===== config.mk =====
export PLATFORM = sky130hd
export DESIGN_NAME = dio_slave
export DESIGN_NICKNAME = d
export VERILOG_FILES = /design/src/rtl/dio_pkg.sv /design/src/rtl/dio_decode.sv /design/src/rtl/dio_handshake.sv /design/src/rtl/dio_regs.sv /design/src/rtl/dio_slave.sv
export SDC_FILE = /design/constraint.sdc
export NUM_CORES = 1
export LEC_CHECK = 0
export ABC_CLOCK_PERIOD_IN_PS = 4100
export BUFFER_PORTS_ARGS = -buffer_cell sky130_fd_sc_hd__buf_2
export CAP_MARGIN = 10
export CORE_UTILIZATION = 54
export CTS_BUF_LIST = sky130_fd_sc_hd__clkbuf_2
export CTS_CLUSTER_DIAMETER = 60
export DETAILED_ROUTE_END_ITERATION = 7
export PLACE_DENSITY = 0.86
export SETUP_SLACK_MARGIN = 0.2
export SYNTH_ARGS = -nofsm -noshare
export SYNTH_HDL_FRONTEND = slang
export SYNTH_HIERARCHICAL = 1
export SYNTH_SLANG_ARGS = --single-unit

===== constraint.sdc =====
create_clock -name clk -period 4.1 [get_ports clk]
set_input_delay 0.82 -clock clk [delete_from_list [all_inputs] [get_ports clk]]
set_output_delay 0.82 -clock clk [all_outputs]
set_load 0.01 [all_outputs]

===== src/rtl/dio_pkg.sv =====
package dio_pkg;
  localparam int CMD_W = 3;

  localparam logic [CMD_W-1:0] CODE_TEST  = 3'b001;
  localparam logic [CMD_W-1:0] CODE_CTRL  = 3'b010;
  localparam logic [CMD_W-1:0] CODE_READ  = 3'b011;
  localparam logic [CMD_W-1:0] CODE_WRITE = 3'b100;

  typedef struct packed {
    logic test;
    logic ctrl;
    logic read;
    logic write;
  } dio_op_t;

  function automatic dio_op_t op_decode(input logic [CMD_W-1:0] code);
    dio_op_t o;
    o.test  = (code == CODE_TEST);
    o.ctrl  = (code == CODE_CTRL);
    o.read  = (code == CODE_READ);
    o.write = (code == CODE_WRITE);
    return o;
  endfunction

  function automatic logic op_valid(input dio_op_t o);
    return o.test | o.ctrl | o.read | o.write;
  endfunction

  function automatic logic op_returns(input dio_op_t o);
    return o.test | o.read;
  endfunction
endpackage


===== src/rtl/dio_decode.sv =====
module dio_decode
  import dio_pkg::*;
#(
  parameter int DEV_W = 8
) (
  input  logic [DEV_W-1:0] dev_id,
  input  logic [DEV_W-1:0] bus_devno,
  input  logic [CMD_W-1:0] bus_cmd,
  input  logic             svc_out,
  input  logic             idle,
  output logic             accept,
  output dio_op_t          op
);
  logic addr_hit;

  always_comb begin
    addr_hit = (bus_devno == dev_id);
    op       = op_decode(bus_cmd);
    accept   = idle & svc_out & addr_hit & op_valid(op);
  end
endmodule


===== src/rtl/dio_handshake.sv =====
module dio_handshake
  import dio_pkg::*;
(
  input  logic    clk,
  input  logic    rst_n,
  input  logic    svc_out,
  input  logic    accept,
  input  dio_op_t op,
  output logic    idle,
  output logic    svc_in,
  output logic    ret_sel
);
  typedef enum logic {HS_IDLE, HS_ACK} hs_state_e;
  hs_state_e state_q;

  always_ff @(posedge clk or negedge rst_n) begin
    if (!rst_n) begin
      state_q <= HS_IDLE;
      ret_sel <= 1'b0;
    end else begin
      case (state_q)
        HS_IDLE: if (accept) begin
          state_q <= HS_ACK;
          ret_sel <= op_returns(op);
        end
        HS_ACK: if (!svc_out) begin
          state_q <= HS_IDLE;
          ret_sel <= 1'b0;
        end
        default: state_q <= HS_IDLE;
      endcase
    end
  end

  assign idle   = (state_q == HS_IDLE);
  assign svc_in = (state_q == HS_ACK);

  p_accept_rise_r2: assert property (@(posedge clk) disable iff (!rst_n)
    accept |=> svc_in);
  p_sin_hold_r3: assert property (@(posedge clk) disable iff (!rst_n)
    (svc_in && svc_out) |=> svc_in);
  p_sin_drop_r3: assert property (@(posedge clk) disable iff (!rst_n)
    (svc_in && !svc_out) |=> !svc_in);
  p_no_spurious_r1: assert property (@(posedge clk) disable iff (!rst_n)
    (!svc_in && !accept) |=> !svc_in);
endmodule


===== src/rtl/dio_regs.sv =====
module dio_regs
  import dio_pkg::*;
#(
  parameter int DW = 16
) (
  input  logic          clk,
  input  logic          rst_n,
  input  logic          accept,
  input  dio_op_t       op,
  input  logic [DW-1:0] wdata,
  input  logic          stat_we,
  input  logic [DW-1:0] stat_d,
  input  logic [DW-1:0] periph_rdata,
  input  logic          irq_req,
  output logic [DW-1:0] ret_q,
  output logic [DW-1:0] hold_q,
  output logic          irq_pending,
  output logic          wr_strobe,
  output logic          master_clr
);
  localparam int MCLR_BIT  = 0;
  localparam int IRQRST_BIT = 1;

  logic [DW-1:0] status_q;
  logic          ctl_cmd;
  logic          mclr_evt;
  logic          irqrst_evt;
  logic          write_evt;

  always_comb begin
    ctl_cmd    = accept & (op.test | op.ctrl);
    mclr_evt   = ctl_cmd & wdata[MCLR_BIT];
    irqrst_evt = ctl_cmd & wdata[IRQRST_BIT];
    write_evt  = accept & op.write;
  end

  always_ff @(posedge clk or negedge rst_n) begin
    if (!rst_n) begin
      status_q    <= '0;
      hold_q      <= '0;
      irq_pending <= 1'b0;
      ret_q       <= '0;
      wr_strobe   <= 1'b0;
      master_clr  <= 1'b0;
    end else begin
      wr_strobe  <= write_evt;
      master_clr <= mclr_evt;

      if (mclr_evt)     status_q <= '0;
      else if (stat_we) status_q <= stat_d;

      if (mclr_evt)       hold_q <= '0;
      else if (write_evt) hold_q <= wdata;

      if (mclr_evt || irqrst_evt) irq_pending <= 1'b0;
      else if (irq_req)           irq_pending <= 1'b1;

      if (accept) begin
        if (op.test)      ret_q <= status_q;
        else if (op.read) ret_q <= periph_rdata;
        else              ret_q <= '0;
      end
    end
  end

  p_mclr_zero_r9: assert property (@(posedge clk) disable iff (!rst_n)
    mclr_evt |=> (status_q == '0 && hold_q == '0 && !irq_pending && master_clr));
  p_irq_rst_r10: assert property (@(posedge clk) disable iff (!rst_n)
    irqrst_evt |=> (!irq_pending && $stable(hold_q)));
  p_wr_capture_r7: assert property (@(posedge clk) disable iff (!rst_n)
    write_evt |=> (hold_q == $past(wdata) && wr_strobe));
  p_irq_set_r11: assert property (@(posedge clk) disable iff (!rst_n)
    (irq_req && !mclr_evt && !irqrst_evt) |=> irq_pending);
endmodule


===== src/rtl/dio_slave.sv =====
module dio_slave
  import dio_pkg::*;
#(
  parameter int DEV_W = 8,
  parameter int DW    = 16
) (
  input  logic             clk,
  input  logic             rst_n,
  input  logic [DEV_W-1:0] dev_id,
  input  logic [DEV_W-1:0] bus_devno,
  input  logic [CMD_W-1:0] bus_cmd,
  input  logic             svc_out,
  input  logic [DW-1:0]    bus_wdata,
  output logic [DW-1:0]    bus_rdata,
  output logic             bus_rdata_oe,
  output logic             svc_in,
  input  logic             stat_we,
  input  logic [DW-1:0]    stat_d,
  input  logic [DW-1:0]    periph_rdata,
  input  logic             irq_req,
  output logic             irq_pending,
  output logic [DW-1:0]    wr_hold,
  output logic             wr_strobe,
  output logic             master_clr
);
  logic          idle;
  logic          accept;
  logic          ret_sel;
  dio_op_t       op;
  logic [DW-1:0] ret_q;

  dio_decode #(.DEV_W(DEV_W)) u_decode (
    .dev_id    (dev_id),
    .bus_devno (bus_devno),
    .bus_cmd   (bus_cmd),
    .svc_out   (svc_out),
    .idle      (idle),
    .accept    (accept),
    .op        (op)
  );

  dio_handshake u_hs (
    .clk     (clk),
    .rst_n   (rst_n),
    .svc_out (svc_out),
    .accept  (accept),
    .op      (op),
    .idle    (idle),
    .svc_in  (svc_in),
    .ret_sel (ret_sel)
  );

  dio_regs #(.DW(DW)) u_regs (
    .clk          (clk),
    .rst_n        (rst_n),
    .accept       (accept),
    .op           (op),
    .wdata        (bus_wdata),
    .stat_we      (stat_we),
    .stat_d       (stat_d),
    .periph_rdata (periph_rdata),
    .irq_req      (irq_req),
    .ret_q        (ret_q),
    .hold_q       (wr_hold),
    .irq_pending  (irq_pending),
    .wr_strobe    (wr_strobe),
    .master_clr   (master_clr)
  );

  assign bus_rdata_oe = svc_in & ret_sel;
  assign bus_rdata    = bus_rdata_oe ? ret_q : '0;

  p_oe_gate_r8: assert property (@(posedge clk) disable iff (!rst_n)
    bus_rdata_oe |-> svc_in);
  p_rdata_quiet_r8: assert property (@(posedge clk) disable iff (!rst_n)
    !bus_rdata_oe |-> (bus_rdata == '0));
  p_unused_r4: assert property (@(posedge clk) disable iff (!rst_n)
    (svc_out && !svc_in && !op_valid(op_decode(bus_cmd))) |=> !svc_in);
endmodule


After elaboration in Yosys (flattened, before gate mapping). Cells that the tools add are included.

Flip-flop bits (word level): 53. Input port bits: 72. Word-level logic and storage cells: 48.

Bitwise operators: 13. Reductions and logical operators: 5. Multiplexer cells: 15. Eq/ne operators: 7.

Operators by type and width (count): 16-bit two-way mux (7); 1-bit bitwise AND (8); 8-bit equality test (1); 3-bit by 2-bit equality test with 1-bit output, second input constant (2); 1-bit two-way mux (6); 2-bit nonzero test (3); 1-bit bitwise OR (4); 1-bit case mux with 2 select lines (2); 3-bit by 1-bit equality test with 1-bit output, second input constant (1); 3-bit equality test, second input constant (1); 2-bit by 1-bit != test with 1-bit output, second input constant (1); 2-bit != test, second input constant (1); 2-bit AND reduction (1); 1-bit logical OR (1); 1-bit inverter (1).

Depth between registers and ports, before layout. Gate-level depths: netlist of run 1.

Word-level depth: 9. Mapped depth: 7.

Cells and area by module. Netlist of run 1, hierarchy kept.

By module, submodules not included: dio_regs (instances 1, cells an instance 220, area each 2407.3 um^2); dio_decode (instances 1, cells an instance 18, area each 141.4 um^2); dio_slave (instances 1, cells an instance 19, area each 135.1 um^2); dio_handshake (instances 1, cells an instance 8, area each 98.8 um^2).

Worst setup path after synthesis of run 1. Ideal clock, no wire load.

Kind: input -> register. Start: input dev_id[1]. End: register u_regs.hold_q[0]. Buffers on the path: 2. Library setup time: 0.121 ns. Stages: 7. Slack: 1.909 ns. Arrival time: 2.070 ns. Path through: xnor2_1 -> nand3_1 -> nor4_2 -> buf_4 -> buf_6 -> o21ai_0 -> o22a_1.

Cells in the longest elaborated chain, start to end: 6. Elaborated cells on any way between the ends: 8.

RTL lines: start: declaration (RTL line dio_slave.sv:9) `input logic [DEV_W-1:0] dev_id,`; 8-bit equality test (*) (RTL line dio_decode.sv:17) `addr_hit = (bus_devno == dev_id);`; 1-bit bitwise AND (*) (2 in a row) (RTL line dio_decode.sv:19) `accept = idle & svc_out & addr_hit & op_valid(op);`; named net accept (RTL line dio_slave.sv:27) `logic accept;`; 1-bit bitwise AND (RTL line dio_regs.sv:31) `ctl_cmd = accept & (op.test | op.ctrl);`; 1-bit bitwise AND (RTL line dio_regs.sv:32) `mclr_evt = ctl_cmd & wdata[MCLR_BIT];`; 16-bit two-way mux / 2-bit nonzero test (equally long branches); end signal: assignment (RTL line dio_regs.sv:53) `else if (write_evt) hold_q <= wdata;`; end: declaration (RTL line dio_regs.sv:16) `output logic [DW-1:0] hold_q,`.

The timed path passes the listed nets; every way through them passes the cells marked *. A chain may end at the register's enable or synchronous reset.

Worst setup path after layout of run 1.
Start: register u_hs.state_q, in the netlist u_hs/svc_in. End: output bus_rdata[0].

Cells in the longest elaborated chain, start to end: 2.

RTL lines: start: declaration (RTL line dio_handshake.sv:14) `hs_state_e state_q;`; start signal: assignment (RTL line dio_handshake.sv:18) `state_q <= HS_IDLE;`; start signal: assignment (RTL line dio_handshake.sv:23) `state_q <= HS_ACK;`; start signal: assignment (RTL line dio_handshake.sv:27) `state_q <= HS_IDLE;`; 1-bit bitwise AND (RTL line dio_slave.sv:70) `assign bus_rdata_oe = svc_in & ret_sel;`; 16-bit two-way mux (RTL line dio_slave.sv:71) `assign bus_rdata = bus_rdata_oe ? ret_q : '0;`; end: declaration (RTL line dio_slave.sv:14) `output logic [DW-1:0] bus_rdata,`.

No other way between the ends.

==> results.ini, run 1 <==
[cts]
cts_buffers = 5
clk_pin_slew_ns = 0.27
cts_hold_buf = 0
postCtsSetupRepairBufs = 0
h-tree-depth = 2
cts_tree = yes
cts_resized = 0
cts_buffer_depth = 2
root_buffer = clkbuf_2
clock_latency_ns = 0.44
clock-sinks = 53

[yosys]
synth_simple_gate_area_frac = 0.212
synth_cell_types = 34
synth_seq_cells = 53
synthAdderAreaFrac = 0
ys_seq_area_frac = 0.477
synth_mux_area_frac = 0.0616
avgSynthCellArea_um2 = 10.5
syn-num-nets = 337
synth_area_um2 = 2780
synth_top_family_by_area = simple AND/OR/NAND/NOR gates
synth_compound_area_frac = 0.156
yosys.area_share.xor_xnor = 0.0283
yosys_warnings = 6
netlist_instances = 265

[setup_path]
crit_required_ns = 3.28
setup.worst_path.end_class = primary output
worstSetupStartpointType = flip-flop
slowest_delay_ns = 0.74
critPathMaxFanout = 22
cp.arrival_ns = 1.55
crit_slowest_cell = dfrtp_1
path_cells = and3_2, buf_2
crit_type = flip-flop to primary output

[global_route]
track_usage = 0.231
grt_overflow = 0
grt_max_degree = 37
grt_pass1_wl_um = 9450
grt_pass1_vias = 2078
antenna_found_initial = 0

[die]
num_io_pins = 109
die_area_um2 = 5440
num_rows = 25
die_x_um = 73.8
core_area_um2 = 4850
start_util = 0.574
die_h_um = 73.8

[job]
max-cap-violations = 0

[sta]
drv_slew = 0
tightest_slew_ns = 1.02
period_share = 0.577
finalCriticalPeriod_ns = 2.37
fin_setup_tns_ns = 0
report.final.setup_viol = 0
fmax_ghz = 0.423
finalHoldViolCount = 0
whs_ns = 0.269
rsz0062_at_grt = false
relSlewSlack = 0.320
worst_clock_skew_ns = 0.0274

[detailed_routing]
drc = 0
ant_nets = 0
first_iter_violations = 128
routed_wl_um = 6130
wl_per_cell_um = 14.3
vias_per_cell = 5.23
firstDrtPassIters = 4
routed-via-count = 2244

[cells_and_area]
fin_nets = 433
num-fill-cells = 360
final-seq-area_um2 = 1330
area_growth_pct = 19.1
drive_above_1_share = 0.439
diodes = 0
multi_input_area_um2 = 1290

[hold_path]
hp-class = primary input to asynchronous set/reset pin

[place]
io_buffers = 108
place_hpwl_um = 4490
gp_congestion = 0.799

[outcome]
outcome = finished, final reports clean

[power]
power_density_nw_per_um2 = 273
power.leakage_nw = 1.72
ir_drop_uv = 204

## area by class of cell
| class | count | share of cell area |
|---|---|---|
| Clock buffer | 5 | 0.00755 |
| Clock inverter | 3 | 0.00491 |
| Tap cell | 67 | 0.0253 |
| Multi-Input combinational cell | 188 | 0.389 |
| Sequential cell | 53 | 0.400 |
| Inverter | 1 | 0.00113 |
| Timing Repair Buffer | 112 | 0.172 |
## flip-flops by register name, indices dropped and copies added, names as in the netlist
register / count
u_regs/status_q: 16
u_regs/hold_q: 16
u_regs/wr_strobe: 1
u_regs/ret_q: 16
u_regs/irq_pending: 1
u_regs/master_clr: 1
u_hs/svc_in: 1
u_hs/ret_sel: 1
## kinds of logic after synthesis
logic type      Yosys count
simple gates            110
flops                    53
mux                      17
xor+xnor                  9
buf+inv                  24
compound gates           52
## where the power goes
group          switching [mW]  internal (mW)
sequential             0.0241          0.555
clock                   0.163         0.0408
combinational          0.0614         0.0584
## worst max-delay path, delay by kind of cell, from the launching register on
family / cells / cell delay (ns)
AND/OR/NAND/NOR: 1 / 0.28
flip-flops: 1 / 0.74
buffers and inverters: 1 / 0.12
## final timing paths
kind                            depth (start not counted)  slack, ns                             end                      startpoint
worst max-delay path                                    2       1.73                    bus_rdata[0]           u_hs/svc_in$_DFF_PN0_
worst min register to register                          1       0.53  u_regs/irq_pending$_DFFE_PN0P_  u_regs/irq_pending$_DFFE_PN0P_
max in group asynchronous                               2       3.03      u_regs/wr_strobe$_DFF_PN0_                           rst_n
worst min-delay path                                    1       0.27   u_regs/hold_q[14]$_DFFE_PN0P_                           rst_n
worst max register to register                          7       1.83        u_hs/ret_sel$_DFFE_PN0P_           u_hs/svc_in$_DFF_PN0_
min in group clk                                        1       0.53  u_regs/irq_pending$_DFFE_PN0P_  u_regs/irq_pending$_DFFE_PN0P_
## Yosys cell counts
cell	number	share of area
and3b_1	1	0.0031
a31oi_1	16	0.036
and2_1	2	0.0045
inv_1	1	0.0013
and3_1	9	0.020
nand3b_1	16	0.043
a21bo_2	15	0.054
o22a_1	1	0.0031
and2_2	1	0.0027
nor4_2	1	0.0045
a21oi_2	13	0.041
o31ai_2	1	0.0045
dfrtp_1	53	0.48
nand4_1	1	0.0022
nor3b_1	3	0.0081
nor2_1	34	0.046
nand2_1	16	0.022
o221ai_1	1	0.0031
mux2_1	1	0.0040
o21ai_0	1	0.0018
xor2_1	1	0.0031
nor3b_2	1	0.0045
clkbuf_2	1	0.0018
buf_6	8	0.032
buf_4	6	0.016
and3_2	7	0.019
clkbuf_1	1	0.0013
a21oi_1	2	0.0036
o21a_1	1	0.0027
nand3_1	18	0.032
o211a_4	1	0.0063
buf_2	7	0.013
xnor2_1	8	0.025
mux2i_1	16	0.058
## layer usage
| metal | GRT usage | up-vias | share of wire |
|---|---|---|---|
| met4 | 0.0833 | 0 | 0.020 |
| met5 | 0 | - | 0 |
| met1 | 0.308 | 1045 | 0.44 |
| li1 | - | 1122 | - |
| met2 | 0.377 | 67 | 0.49 |
| met3 | 0.0453 | 10 | 0.052 |
## through the flow
| stage | cells | worst slack, ns | util | cell area (µm²) | power [mW] |
|---|---|---|---|---|---|
| after floorplan | 265 | 1.91 | - | 2780 | 0.644 |
| after global placement | 421 | 1.44 | 0.675 | 3270 | 0.703 |
| after detailed placement | 421 | 1.40 | 0.675 | 3270 | 0.709 |
| after CTS | 429 | 1.71 | 0.683 | 3310 | 0.906 |
| after global routing | 429 | 1.62 | 0.683 | 3310 | 0.947 |
| final | 429 | 1.73 | 0.683 | 3310 | 0.903 |
## placed cells by master (no fill, tap or decap), types with 2 or more instances in the layout
cell / netlist / layout
buf_2: 7 / 108
dfrtp_1: 53 / 53
nor2_1: 34 / 34
nand3_1: 18 / 18
nand3b_1: 16 / 16
nand2_1: 16 / 16
a31oi_1: 16 / 16
mux2i_1: 16 / 16
a21bo_2: 15 / 15
a21oi_2: 13 / 13
and3_1: 9 / 9
xnor2_1: 8 / 8
and3_2: 7 / 7
clkbuf_2: 1 / 5
buf_4: 6 / 4
clkinv_1: 0 / 2
nor3b_2: 1 / 2
nor3b_1: 3 / 2
and2_1: 2 / 2
a21oi_1: 2 / 2
No activity file was read; power rests on OpenSTA's default activity.
==> run 2, diff against run 1 <==
--- a/config.mk
+++ b/config.mk
@@ -5,14 +5,15 @@
 export SDC_FILE = /design/constraint.sdc
 export NUM_CORES = 1
 export LEC_CHECK = 0
-export ABC_CLOCK_PERIOD_IN_PS = 4100
+export ABC_AREA = 1
+export ABC_CLOCK_PERIOD_IN_PS = 2220
 export BUFFER_PORTS_ARGS = -buffer_cell sky130_fd_sc_hd__buf_2
 export CAP_MARGIN = 10
-export CORE_UTILIZATION = 54
+export CORE_UTILIZATION = 51
 export CTS_BUF_LIST = sky130_fd_sc_hd__clkbuf_2
 export CTS_CLUSTER_DIAMETER = 60
 export DETAILED_ROUTE_END_ITERATION = 7
-export PLACE_DENSITY = 0.86
+export PLACE_DENSITY = 0.81
 export SETUP_SLACK_MARGIN = 0.2
 export SYNTH_ARGS = -nofsm -noshare
 export SYNTH_HDL_FRONTEND = slang
==> constraint.sdc (replaced) <==
create_clock -name clk -period 2.22 [get_ports clk]
set_input_delay 0.444 -clock clk [delete_from_list [all_inputs] [get_ports clk]]
set_output_delay 0.444 -clock clk [all_outputs]
set_load 0.01 [all_outputs]
==> results.ini, run 2 <==
[sta]
worst_clock_skew_ns = 0.00326
tightest_slew_ns = 0.552
rsz0062_at_grt = false
fin_setup_tns_ns = 0
drv_slew = 0
relSlewSlack = 0.632
finalCriticalPeriod_ns = 1.91
fmax_ghz = 0.525
finalHoldViolCount = 0
period_share = 0.859
report.final.setup_viol = 0

[power]
power_density_nw_per_um2 = 461
ir_drop_uv = 276
p_sw_mw = 0.462
p_clk_frac = 0.218
power_mw = 1.65
p_sw_frac = 0.280
comb_power_share = 0.149
power.leakage_nw = 2.24
p_int_mw = 1.19
seqPwrFrac = 0.633

[global_route]
antenna_found_initial = 0
grt_pass1_wl_um = 11500
grt_pass1_vias = 2651
grt_overflow = 0
track_usage = 0.242
grt_max_degree = 34

[die]
num_io_pins = 109
die_x_um = 77.8
start_util = 0.532
num_rows = 27
die_h_um = 77.8
core_area_um2 = 5510
die_area_um2 = 6050

[cells_and_area]
area_growth_pct = 22.3
diodes = 0
multi_input_area_um2 = 1140
fin_nets = 586
drive_above_1_share = 0.296
final_cell_mix = 108 x buf_2, 103 x nand2_1, 83 x inv_1, 53 x dfrtp_1, 35 x nand3_1
top_regs = u_regs/hold_q x16, u_regs/ret_q x16, u_regs/status_q x16
num-fill-cells = 502
final_common_cell = buf_2
final-seq-area_um2 = 1330

[yosys]
avgSynthCellArea_um2 = 7.21
synth-async-reset-ratio = 1.00
yosys-top-cells-count = 103 x nand2_1, 83 x inv_1, 53 x dfrtp_1, 35 x nand3_1, 34 x a21oi_1
synth.most_common_cell = nand2_1
syn-num-nets = 478
synth_area_um2 = 2930
ys_seq_area_frac = 0.453
yosys-top-cells-area = dfrtp_1 45%, nand2_1 13%, inv_1 11%, nand3_1 6.0%, a21oi_1 5.8%
netlist_instances = 406
synth_cell_types = 24
yosysTopAreaCell = dfrtp_1
synth_seq_cells = 53
yosys_warnings = 6
ys.flop_type = dfrtp_1
synth_top_area_frac = 0.453
synth_edf_count = 0

[detailed_routing]
ant_nets = 0
wl_per_cell_um = 12.1
first_iter_violations = 148
routed-via-count = 2878
routed_wl_um = 7060
drc = 0
vias_per_cell = 4.91
firstDrtPassIters = 5

[setup_path]
critPathMaxFanout = 17
setup.worst_path.end_class = primary output
cp.arrival_ns = 1.46
crit_type = flip-flop to primary output
crit_buf_inv = 1
crit_required_ns = 1.78
path_cells = nand2_4, nor2_1, buf_2
worstSetupStartpointType = flip-flop
slowest_delay_ns = 0.50
crit_family = flip-flops
crit_slowest_cell = dfrtp_1

[job]
max-cap-violations = 0

[cts]
root_buffer = clkbuf_2
clock-sinks = 53
cts_buffer_depth = 2
clock_latency_ns = 0.42
clk_pin_slew_ns = 0.24
cts_tree = yes
cts_buffers = 5
h-tree-depth = 2

[place]
gp_congestion = 0.841
io_buffers = 108
place_hpwl_um = 5050

[outcome]
outcome = finished, final reports clean

[hold_path]
hp-class = primary input to flip-flop

==> run 2: path summary, 6_finish.rpt <==
path                                         startpoint                         endpoint  slack (ns)  depth (start not counted)
setup / recovery                  u_hs/svc_in$_DFF_PN0_                    bus_rdata[15]        0.31                          3
hold / removal                         periph_rdata[13]     u_regs/ret_q[13]$_DFFE_PN0P_        0.24                          3
setup reg to reg                  u_hs/svc_in$_DFF_PN0_  u_regs/status_q[12]$_DFFE_PN0P_        0.38                         10
hold reg to reg            u_regs/ret_q[12]$_DFFE_PN0P_     u_regs/ret_q[12]$_DFFE_PN0P_        0.56                          2
max in group asynchronous                         rst_n     u_regs/hold_q[1]$_DFFE_PN0P_        1.12                          3
min in group asynchronous                         rst_n     u_regs/ret_q[13]$_DFFE_PN0P_        0.49                          2
==> run 2: tightest hold or removal path, delay by kind of cell <==
kind | cells | cell delay, ns
buf+inv | 1 | 0.10
simple gates | 1 | 0.07
compound gates | 1 | 0.06
==> run 2: power by group through the flow <==
stage | logic (mW) | registers [mW] | clock network [mW]
final | 0.245 | 1.04 | 0.360
after global routing | 0.280 | 1.05 | 0.408
after CTS | 0.244 | 1.04 | 0.373
after detailed placement | 0.242 | 1.06 | 0
after global placement | 0.235 | 1.06 | 0
after floorplan | 0.126 | 1.05 | 0
==> run 2: repair_timing <==
action / CTS / global route
gates cloned: 0 / 1
endpoints found under the hold margin: 23 / 0
endpoints found under the setup margin: 4 / 34
pin swaps: 0 / 1
gates resized for setup: 1 / 0
setup buffers: 0 / 3
hold buffers: 1 / 0
==> run 2: logic make-up (layout without fill, tap and decap cells) <==
group | Yosys count | after routing | share of synthesized area
AO/OA/AOI/OAI | 55 | 55 | 0.0948
buffers and inverters | 110 | 217 | 0.168
flip-flops | 53 | 53 | 0.453
AND/OR/NAND/NOR | 188 | 189 | 0.284
==> run 2: final cells by class <==
| cell class | count | area share |
|---|---|---|
| flip-flops and latches | 53 | 0.370 |
| multi-input cells | 244 | 0.319 |
| repair buffers | 120 | 0.180 |
| inverters | 90 | 0.0950 |
| well taps | 72 | 0.0252 |
| clock buffers | 5 | 0.00699 |
| clock inverters | 2 | 0.00314 |
==> run 2: metal layers <==
metal | global-route usage | up-vias | routed length (µm)
met3 | 0.0447 | 15 | 535
met5 | 0 | - | 0
met1 | 0.298 | 1306 | 2870
met4 | 0.0943 | 0 | 160
met2 | 0.420 | 128 | 3500
li1 | - | 1429 | -
==> run 2: through the flow <==
stage / cell area [µm²] / hold slack (ns) / util / cells / setup WS (ns)
floorplan: 2930 / 0.148 / - / 406 / 0.525
global placement: 3480 / 0.471 / 0.633 / 574 / 0.333
detailed placement: 3480 / 0.460 / 0.633 / 574 / 0.251
CTS: 3540 / 0.213 / 0.642 / 582 / 0.266
global route: 3580 / 0.200 / 0.650 / 586 / 0.237
finish: 3580 / 0.243 / 0.650 / 586 / 0.314
==> run 3, diff against run 2 <==
--- a/config.mk
+++ b/config.mk
@@ -14,6 +14,7 @@
 export CTS_CLUSTER_DIAMETER = 60
 export DETAILED_ROUTE_END_ITERATION = 7
 export PLACE_DENSITY = 0.81
+export RECOVER_POWER = 50
 export SETUP_SLACK_MARGIN = 0.2
 export SYNTH_ARGS = -nofsm -noshare
 export SYNTH_HDL_FRONTEND = slang
==> results.ini, run 3 (same netlist as run 2, synthesis figures left out) <==
[outcome]
outcome = finished, final reports clean

[global_route]
grt_use_met3 = 0.0447
grt-busiest-layer = met2
grt_max_degree = 34
grt_pass1_wl_um = 11500
grt_pass1_vias = 2651
grt_overflow = 0
track_usage = 0.242
grtUsageMet2 = 0.420
antenna_found_initial = 0
met1_usage = 0.298

[power]
ir_drop_uv = 278
p_sw_mw = 0.459
comb_power_share = 0.148
p_int_mw = 1.19
power_density_nw_per_um2 = 463
seqPwrFrac = 0.635
power_mw = 1.65
power.leakage_nw = 2.16
p_clk_frac = 0.217
p_sw_frac = 0.279

[sta]
finalHoldViolCount = 0
tightest_slew_ns = 1.33
period_share = 0.862
relSlewSlack = 0.115
drv_slew = 0
whs_ns = 0.242
setup_ws_ns = 0.306
fin_setup_tns_ns = 0
finalCriticalPeriod_ns = 1.91
rsz0062_at_grt = false
fmax_ghz = 0.523
report.final.setup_viol = 0
worst_clock_skew_ns = 0.0136

[setup_path]
crit_required_ns = 1.78
critPathMaxFanout = 17
crit_type = flip-flop to primary output
setup.worst_path.end_class = primary output
r2r_slack_ns = 0.37
worstSetupStartpointType = flip-flop
cp.arrival_ns = 1.47

[detailed_routing]
vias_per_cell = 4.89
routed_wl_um = 7150
first_iter_violations = 150
firstDrtPassIters = 6
routed-via-count = 2868
drc = 0
wl_per_cell_um = 12.2
ant_nets = 0

[place]
place_ws_ns = 0.251
gp_congestion = 0.841
io_buffers = 108
place_hpwl_um = 5050

[die]
die_x_um = 77.8
die_h_um = 77.8
start_util = 0.532
core_area_um2 = 5510
num_rows = 27
num_io_pins = 109
die_area_um2 = 6050

[cts]
root_buffer = clkbuf_2
cts_buffer_depth = 2
cts_tree = yes
clk_pin_slew_ns = 0.25
cts_buffers = 5
clock-sinks = 53
h-tree-depth = 2
clock_latency_ns = 0.42

[cells_and_area]
diodes = 0
final_cell_mix = 103 x nand2_1, 89 x buf_2, 83 x inv_1, 53 x dfrtp_1, 35 x nand3_1
area_growth_pct = 21.4
fin_nets = 586
top_regs = u_regs/hold_q x16, u_regs/ret_q x16, u_regs/status_q x16
drive_above_1_share = 0.259
final_common_cell = nand2_1

[job]
max-cap-violations = 0

[hold_path]
hp-class = primary input to flip-flop

run 3: changes by cell type in the layout (fill, tap and decap cells not counted), sizes merged:
cell and change:
clkbuf +20, buf -20
run 3: layout make-up:
| type | instances | area, µm² |
|---|---|---|
| fillers | 511 | 1950 |
| flip-flops and latches | 53 | 1330 |
| clock inverters | 2 | 11.3 |
| multi-input cells | 244 | 1140 |
| well taps | 72 | 90.1 |
| repair buffers | 120 | 619 |
| inverters | 90 | 340 |
| clock buffers | 5 | 25.0 |
run 3: repair_timing:
action                     in CTS  in global routing
pin swaps                       0                  1
hold endpoints to repair       23                  0
setup endpoints to repair       4                 34
buffers inserted                0                  3
resized for setup               1                  0
cloned                          0                  1
hold buffers                    1                  0
run 3: power by group through the flow:
stage                     Clock (mW)  Combinational (mW)  Sequential [mW]
after floorplan                    0               0.126             1.05
after global placement             0               0.235             1.06
after detailed placement           0               0.242             1.06
after CTS                      0.373               0.244             1.04
after global routing           0.408               0.279             1.05
final                          0.356               0.244             1.04
run 3: worst max-delay path: stages, from the launching register on:
cell	delay, ns
dfrtp_1	0.50
nand2_4	0.20
nor2_1	0.19
buf_2	0.15
run 3: layer usage:
metal  share of wire  up-vias
li1                -     1429
met2            0.48      112
met5               0        -
met4           0.021        0
met1            0.43     1313
met3           0.062       14
run 3: stage by stage:
step | std cells | area [µm²] | utilization
after global placement | 574 | 3480 | 0.633
after floorplan | 406 | 2930 | -
after global routing | 586 | 3550 | 0.646
after detailed placement | 574 | 3480 | 0.633
after CTS | 582 | 3540 | 0.642
final | 586 | 3550 | 0.646
run 3: path summary, 6_finish.rpt:
path | cells after the start | end | from
worst max-delay path | 3 | bus_rdata[15] | u_hs/svc_in$_DFF_PN0_
max in group asynchronous | 3 | u_regs/status_q[10]$_DFFE_PN0P_ | rst_n
worst min register to register | 2 | u_regs/ret_q[12]$_DFFE_PN0P_ | u_regs/ret_q[12]$_DFFE_PN0P_
worst min-delay path | 3 | u_regs/ret_q[5]$_DFFE_PN0P_ | periph_rdata[5]
worst max register to register | 10 | u_regs/status_q[12]$_DFFE_PN0P_ | u_hs/svc_in$_DFF_PN0_
min in group asynchronous | 2 | u_regs/ret_q[13]$_DFFE_PN0P_ | rst_n
